<file path="src/rtl/coinc_pkg.sv">
package coinc_pkg;

  // Decision rule chosen from the threshold input.
  typedef enum logic {
    RULE_ALL     = 1'b0,
    RULE_ATLEAST = 1'b1
  } vote_rule_e;

  // Smallest legal bit period in cycles.
  localparam int unsigned MIN_PERIOD = 2;

endpackage

</file>
<file path="src/rtl/coinc_edge_sync.sv">
module coinc_edge_sync #(
  parameter int unsigned STAGES = 2
) (
  input  logic clk,
  input  logic rst_n,
  input  logic pulse_i,
  output logic rise_o
);

  logic [STAGES-1:0] sync_q, sync_d;
  logic              prev_q, prev_d;

  always_comb begin
    sync_d = {sync_q[STAGES-2:0], pulse_i};
    prev_d = sync_q[STAGES-1];
    rise_o = sync_q[STAGES-1] & ~prev_q;
  end

  always_ff @(posedge clk or negedge rst_n) begin
    if (!rst_n) begin
      sync_q <= '0;
      prev_q <= 1'b0;
    end else begin
      sync_q <= sync_d;
      prev_q <= prev_d;
    end
  end

  // a detected edge is a single-cycle event
  assert_rise_single_R1: assert property (@(posedge clk) disable iff (!rst_n)
    rise_o |=> !rise_o);

endmodule

</file>
<file path="src/rtl/coinc_period_timer.sv">
module coinc_period_timer #(
  parameter int unsigned PERIOD_W = 16
) (
  input  logic                clk,
  input  logic                rst_n,
  input  logic [PERIOD_W-1:0] len_i,
  output logic                tick_o
);
  import coinc_pkg::*;

  localparam logic [PERIOD_W-1:0] LEN_FLOOR = PERIOD_W'(MIN_PERIOD);

  logic [PERIOD_W-1:0] cnt_q, cnt_d;
  logic [PERIOD_W-1:0] eff_len;
  logic                cnt_en;

  always_comb begin
    eff_len = (len_i < LEN_FLOOR) ? LEN_FLOOR : len_i;
    tick_o  = (cnt_q >= (eff_len - PERIOD_W'(1)));
    cnt_en  = 1'b1;
    cnt_d   = tick_o ? '0 : (cnt_q + PERIOD_W'(1));
  end

  always_ff @(posedge clk or negedge rst_n) begin
    if (!rst_n) begin
      cnt_q <= '0;
    end else if (cnt_en) begin
      cnt_q <= cnt_d;
    end
  end

  // two boundaries are never adjacent (shortest period is two cycles)
  assert_tick_spacing_R6: assert property (@(posedge clk) disable iff (!rst_n)
    tick_o |=> !tick_o);

endmodule

</file>
<file path="src/rtl/coinc_latch_bank.sv">
module coinc_latch_bank #(
  parameter int unsigned NUM_CH = 4
) (
  input  logic              clk,
  input  logic              rst_n,
  input  logic [NUM_CH-1:0] rise_i,
  input  logic              tick_i,
  output logic [NUM_CH-1:0] latch_o
);

  logic [NUM_CH-1:0] latch_q, latch_d;

  // An edge in the boundary cycle starts the new period's flag.
  always_comb begin
    latch_d = tick_i ? rise_i : (latch_q | rise_i);
  end

  always_ff @(posedge clk or negedge rst_n) begin
    if (!rst_n) begin
      latch_q <= '0;
    end else begin
      latch_q <= latch_d;
    end
  end

  assign latch_o = latch_q;

  // inside a period no flag is ever dropped
  assert_latch_hold_R2: assert property (@(posedge clk) disable iff (!rst_n)
    !tick_i |=> ((latch_q & $past(latch_q)) == $past(latch_q)));

  generate
    for (genvar g = 0; g < NUM_CH; g++) begin : g_chk
      // a flag only appears after an edge on its own channel
      assert_latch_needs_edge_R1: assert property (@(posedge clk) disable iff (!rst_n)
        (!latch_q[g] && !rise_i[g]) |=> !latch_q[g]);
    end
  endgenerate

endmodule

</file>
<file path="src/rtl/coinc_vote_decider.sv">
module coinc_vote_decider #(
  parameter int unsigned NUM_CH = 4,
  parameter int unsigned CNT_W  = 3
) (
  input  logic              clk,
  input  logic              rst_n,
  input  logic [NUM_CH-1:0] latch_i,
  input  logic              tick_i,
  input  logic [CNT_W-1:0]  thresh_i,
  output logic              data_o,
  output logic              valid_o,
  output logic [CNT_W-1:0]  cnt_o
);
  import coinc_pkg::*;

  localparam logic [CNT_W-1:0] FULL = CNT_W'(NUM_CH);

  vote_rule_e       rule;
  logic [CNT_W-1:0] ones;
  logic [CNT_W-1:0] need;
  logic             meet;
  logic             data_q, data_d;
  logic             valid_q, valid_d;
  logic [CNT_W-1:0] cnt_q, cnt_d;

  always_comb begin
    ones = '0;
    for (int i = 0; i < NUM_CH; i++) begin
      ones = ones + CNT_W'(latch_i[i]);
    end
    rule = ((thresh_i == '0) || (thresh_i > FULL)) ? RULE_ALL : RULE_ATLEAST;
    need = (rule == RULE_ALL) ? FULL : thresh_i;
    meet = (ones >= need);
  end

  always_comb begin
    valid_d = tick_i;
    data_d  = tick_i ? meet : data_q;
    cnt_d   = tick_i ? ones : cnt_q;
  end

  always_ff @(posedge clk or negedge rst_n) begin
    if (!rst_n) begin
      data_q  <= 1'b0;
      valid_q <= 1'b0;
      cnt_q   <= '0;
    end else begin
      data_q  <= data_d;
      valid_q <= valid_d;
      cnt_q   <= cnt_d;
    end
  end

  assign data_o  = data_q;
  assign valid_o = valid_q;
  assign cnt_o   = cnt_q;

  // the decision only moves together with a strobe
  assert_data_hold_R5: assert property (@(posedge clk) disable iff (!rst_n)
    !valid_q |-> ($stable(data_q) && $stable(cnt_q)));

  // a positive decision needs at least one fired channel
  assert_one_needs_vote_R3: assert property (@(posedge clk) disable iff (!rst_n)
    (valid_q && data_q) |-> (cnt_q != '0));

endmodule

</file>
<file path="src/rtl/coinc_latch_detector.sv">
module coinc_latch_detector #(
  parameter int unsigned NUM_CH      = 4,
  parameter int unsigned PERIOD_W    = 16,
  parameter int unsigned SYNC_STAGES = 2,
  localparam int unsigned CNT_W      = $clog2(NUM_CH + 1)
) (
  input  logic                clk,
  input  logic                rst_n,
  input  logic [NUM_CH-1:0]   ch_pulse_i,
  input  logic [PERIOD_W-1:0] period_len_i,
  input  logic [CNT_W-1:0]    vote_thresh_i,
  output logic                data_o,
  output logic                valid_o,
  output logic [NUM_CH-1:0]   latch_o,
  output logic [CNT_W-1:0]    vote_cnt_o
);

  // Reset: asserted asynchronously, released on the clock.
  logic rst_meta_q, rst_sync_q;

  always_ff @(posedge clk or negedge rst_n) begin
    if (!rst_n) begin
      rst_meta_q <= 1'b0;
      rst_sync_q <= 1'b0;
    end else begin
      rst_meta_q <= 1'b1;
      rst_sync_q <= rst_meta_q;
    end
  end

  logic [NUM_CH-1:0] rise;
  logic              tick;

  generate
    for (genvar c = 0; c < NUM_CH; c++) begin : g_ch
      coinc_edge_sync #(
        .STAGES (SYNC_STAGES)
      ) u_sync (
        .clk     (clk),
        .rst_n   (rst_sync_q),
        .pulse_i (ch_pulse_i[c]),
        .rise_o  (rise[c])
      );
    end
  endgenerate

  coinc_period_timer #(
    .PERIOD_W (PERIOD_W)
  ) u_timer (
    .clk    (clk),
    .rst_n  (rst_sync_q),
    .len_i  (period_len_i),
    .tick_o (tick)
  );

  coinc_latch_bank #(
    .NUM_CH (NUM_CH)
  ) u_bank (
    .clk     (clk),
    .rst_n   (rst_sync_q),
    .rise_i  (rise),
    .tick_i  (tick),
    .latch_o (latch_o)
  );

  coinc_vote_decider #(
    .NUM_CH (NUM_CH),
    .CNT_W  (CNT_W)
  ) u_vote (
    .clk      (clk),
    .rst_n    (rst_sync_q),
    .latch_i  (latch_o),
    .tick_i   (tick),
    .thresh_i (vote_thresh_i),
    .data_o   (data_o),
    .valid_o  (valid_o),
    .cnt_o    (vote_cnt_o)
  );

  // the decision strobe never lasts more than one cycle
  assert_valid_pulse_R5: assert property (@(posedge clk) disable iff (!rst_sync_q)
    valid_o |=> !valid_o);

  // the reported vote never exceeds the channel count
  assert_vote_bound_R8: assert property (@(posedge clk) disable iff (!rst_sync_q)
    valid_o |-> (vote_cnt_o <= CNT_W'(NUM_CH)));

endmodule

</file>
<file path="config.mk">
export PLATFORM = sky130hd
export DESIGN_NAME = coinc_latch_detector
export DESIGN_NICKNAME = d
export VERILOG_FILES = /design/src/rtl/coinc_pkg.sv /design/src/rtl/coinc_edge_sync.sv /design/src/rtl/coinc_period_timer.sv /design/src/rtl/coinc_latch_bank.sv /design/src/rtl/coinc_vote_decider.sv /design/src/rtl/coinc_latch_detector.sv
export SDC_FILE = /design/constraint.sdc
export NUM_CORES = 1
export LEC_CHECK = 0
export BUFFER_PORTS_ARGS = -buffer_cell sky130_fd_sc_hd__buf_4
export CORE_UTILIZATION = 55
export CTS_CLUSTER_DIAMETER = 80
export DETAILED_ROUTE_END_ITERATION = 10
export PLACE_DENSITY = 0.78
export SYNTH_ARGS = -nofsm -noshare
export SYNTH_HDL_FRONTEND = slang
export SYNTH_SLANG_ARGS = --single-unit
</file>
<file path="constraint.sdc">
create_clock -name clk -period 3 [get_ports clk]
set_input_delay 0.6 -clock clk [delete_from_list [all_inputs] [get_ports clk]]
set_output_delay 0.6 -clock clk [all_outputs]
set_load 0.005 [all_outputs]
</file>
==> out/metrics.csv <==
metric,value,unit
status,finished with violations,
violations,negative setup slack,
wl_per_cell,13.18,µm
finalHoldViolCount,0,
grt_pass1_wl,7141,µm
slew_headroom,40.07,%
fmax,258.2,MHz
fin_skew,0.005471,ns
antenna_found_initial,0,
nets,338,
setup_slack,-0.8729,ns
hold_buffers,0,
synth-compound-area-share,7.449,%
synthMuxAreaShare,1.975,%
ioPinCount,34,
die_area,4289,µm²
cts_root_buffer,clkbuf_8,
finalSetupTns,-20.26,ns
place_ws,-1.328,ns
cp-startpoint,period_len_i[13],
port_buffers,33,
fillers,268,
syn_area,2217,µm²
yosysWarnings,0,
die-width,65.49,µm
drtPass1Iterations,4,
insertion_delay,0.29,ns
synthAdderAreaFrac,14.45,%
synth-edff-count,0,
drive_above_1_share,35.64,%
yosysUniqueCellTypes,41,
row_count,22,
rsz0062_at_grt,yes,
drc,0,
post-route-util,78.17,%
synth-simple-area-share,19.64,%
setup.worst_path.start_class,input pin,
reg2reg_to,u_vote.data_o,
endpoint_kind,register,
drt_iter0_markers,55,
hold_class,in2async,
post-dp-hpwl,3430,µm
p_per_area,430.9,nW/µm²
synth_top_family_by_area,simple AND/OR/NAND/NOR gates,
crit_fanout,6,
irDropWorstVdd,0.4454,mV
period_share,129.1,%
crit_arrival,4.05,ns
netlist_instances,214,
vias,1777,
syn-num-nets,264,
gr-total-overflow,0,
ant_nets,0,
yosys_most_used_dff,dfrtp_1,
worstPathRequired,3.17,ns
grt_max_degree,25,
maxCapViolations,0,
clock_path_buffers,2,
rrSetupSlack,0.76,ns
syn_area_per_cell,10.36,µm²
antenna_cells,0,
seq_area_frac_synth,44.02,%
grt_pass1_vias,1712,
htreeDepth,2,
cts_tree,yes,
finalMaxSlewViolations,0,
coreArea,3771,µm²
synth-xor-area-share,9.481,%
gp_congestion,0.7828,
synth_area_leader_cell,dfrtp_1,
syn_to_final_growth,32.96,%
cts_num_sinks,39,
r2r-start,u_bank.latch_o[0],
async_flop_share,100.0,%
synth-seq-cells,39,
synth_top_cell_area_share,44.02,%
setup_viol,25,
initial_core_util,58.79,%
tightest_slew,0.8989,ns
critPathKind,in2reg,
layout_min_cycle_time,3.873,ns
clk_pin_slew,0.08,ns
wirelength,4443,µm
numCtsBuffers,5,
grt_usage,22.33,%
synth_area_leaders,"dfrtp_1 44%, ha_1 14%, xnor2_1 5.1%, nor2_1 4.4%, xor2_1 4.3%",
viasPerCell,5.273,
rr_worst_depth,9,
dieHeight,65.49,µm
p_leak,0.001428,µW
-- cell type report --
cell class	count	area, µm²	area share [%]
multi-input cells	159	1240	42.06
clock buffers	5	68.82	2.334
clock inverters	3	25.02	0.8489
flip-flops and latches	39	975.9	33.11
repair buffers	69	525.5	17.83
inverters	14	52.55	1.783
well taps	48	60.06	2.037
-- critical path, stage by stage --
cell      delay (ns)
buf_6           0.09
or4_4           0.54
nor3b_4         0.22
nand2_2         0.11
o31ai_4         0.21
ha_2            0.24
nand2b_4        0.07
or3_4           0.35
nor4_4          0.15
xnor2_1         0.16
ha_1            0.25
and2_4          0.16
a221o_1         0.30
a21oi_2         0.17
o21ai_4         0.12
mux2_4          0.31
-- registers in the layout, indices dropped and copies added (netlist names) --
signal              flops
rst_sync_q              1
g_ch.u_sync.sync_q      8
g_ch.u_sync.prev_q      4
u_bank.latch_o          4
rst_meta_q              1
u_vote.cnt_o            3
u_timer.cnt_q          16
u_vote.valid_o          1
u_vote.data_o           1
-- where the power goes --
group | switching, µW | internal, µW | total, µW
registers | 66.5 | 580 | 646
clock network | 186 | 166 | 352
logic | 130 | 142 | 272
-- worst max-delay path by stage --
stage | end | slack [ns] | depth (start not counted)
floorplan | u_vote.cnt_o[1] | -1.02 | 15
global placement | u_vote.cnt_o[0] | -1.16 | 17
detailed placement | u_vote.cnt_o[0] | -1.33 | 17
CTS | u_vote.data_o | -0.87 | 16
global route | u_vote.cnt_o[2] | -1.07 | 17
finish | u_vote.data_o | -0.87 | 16
-- cells by family (layout without fill, tap and decap cells) --
family | Yosys count | count (layout)
AOI/OAI and AO/OA | 25 | 25
xor gates and xnor gates | 24 | 24
adders and majority gates | 25 | 25
buffers and inverters | 16 | 91
DFF | 39 | 39
muxes | 4 | 4
other | 1 | 1
and+or+nand+nor | 80 | 80
-- metrics by stage --
step	hold WS (ns)	total power, µW	area (µm²)	instances
detailed placement	0.3347	920.6	2779	325
CTS	0.06396	1281	2924	335
floorplan	0.3044	797.8	2241	214
global placement	0.3322	900.0	2779	325
global route	0.05381	1352	2948	337
finish	0.07461	1270	2948	337
-- timing repair --
action	CTS	global route
setup buffers	2	2
endpoints found under the hold margin	0	0
pin swaps	3	2
resized for setup	8	2
endpoints found under the setup margin	25	25
-- synthesized netlist by cell type, types with 2 or more instances --
| library cell | instances |
|---|---|
| nand3_1 | 6 |
| or3_1 | 3 |
| o22ai_1 | 4 |
| buf_2 | 2 |
| o21ai_2 | 2 |
| ha_1 | 24 |
| nand4_1 | 2 |
| nor3_1 | 4 |
| mux2_2 | 3 |
| a21oi_2 | 2 |
| nand2_1 | 14 |
| a21oi_1 | 7 |
| o21ai_0 | 5 |
| xor2_1 | 11 |
| nor2_1 | 26 |
| nand2b_1 | 2 |
| inv_1 | 14 |
| dfrtp_1 | 39 |
| nor2b_1 | 3 |
| xnor2_1 | 13 |
| nor3_2 | 3 |
| nor4_1 | 4 |
| and3_1 | 3 |
-- layer usage --
layer	share of wire (%)	track usage, %	up-vias
met5	0	0	-
met2	49	38.53	28
met4	1.0	6.522	0
li1	-	-	887
met1	47	27.92	856
met3	2.8	4.861	6
-- cell usage in the layout, fill, tap and decap left out, types with 4 or more instances in the layout --
| cell | n |
|---|---|
| nand2_1 | 13 |
| buf_4 | 67 |
| nand3_1 | 6 |
| nor2_1 | 25 |
| inv_1 | 14 |
| ha_1 | 23 |
| clkbuf_8 | 5 |
| nor3_1 | 4 |
| o21ai_0 | 5 |
| xnor2_1 | 13 |
| a21oi_1 | 6 |
| xor2_1 | 11 |
| o22ai_1 | 4 |
| dfrtp_1 | 39 |
Power figures use the tool's default switching activity.
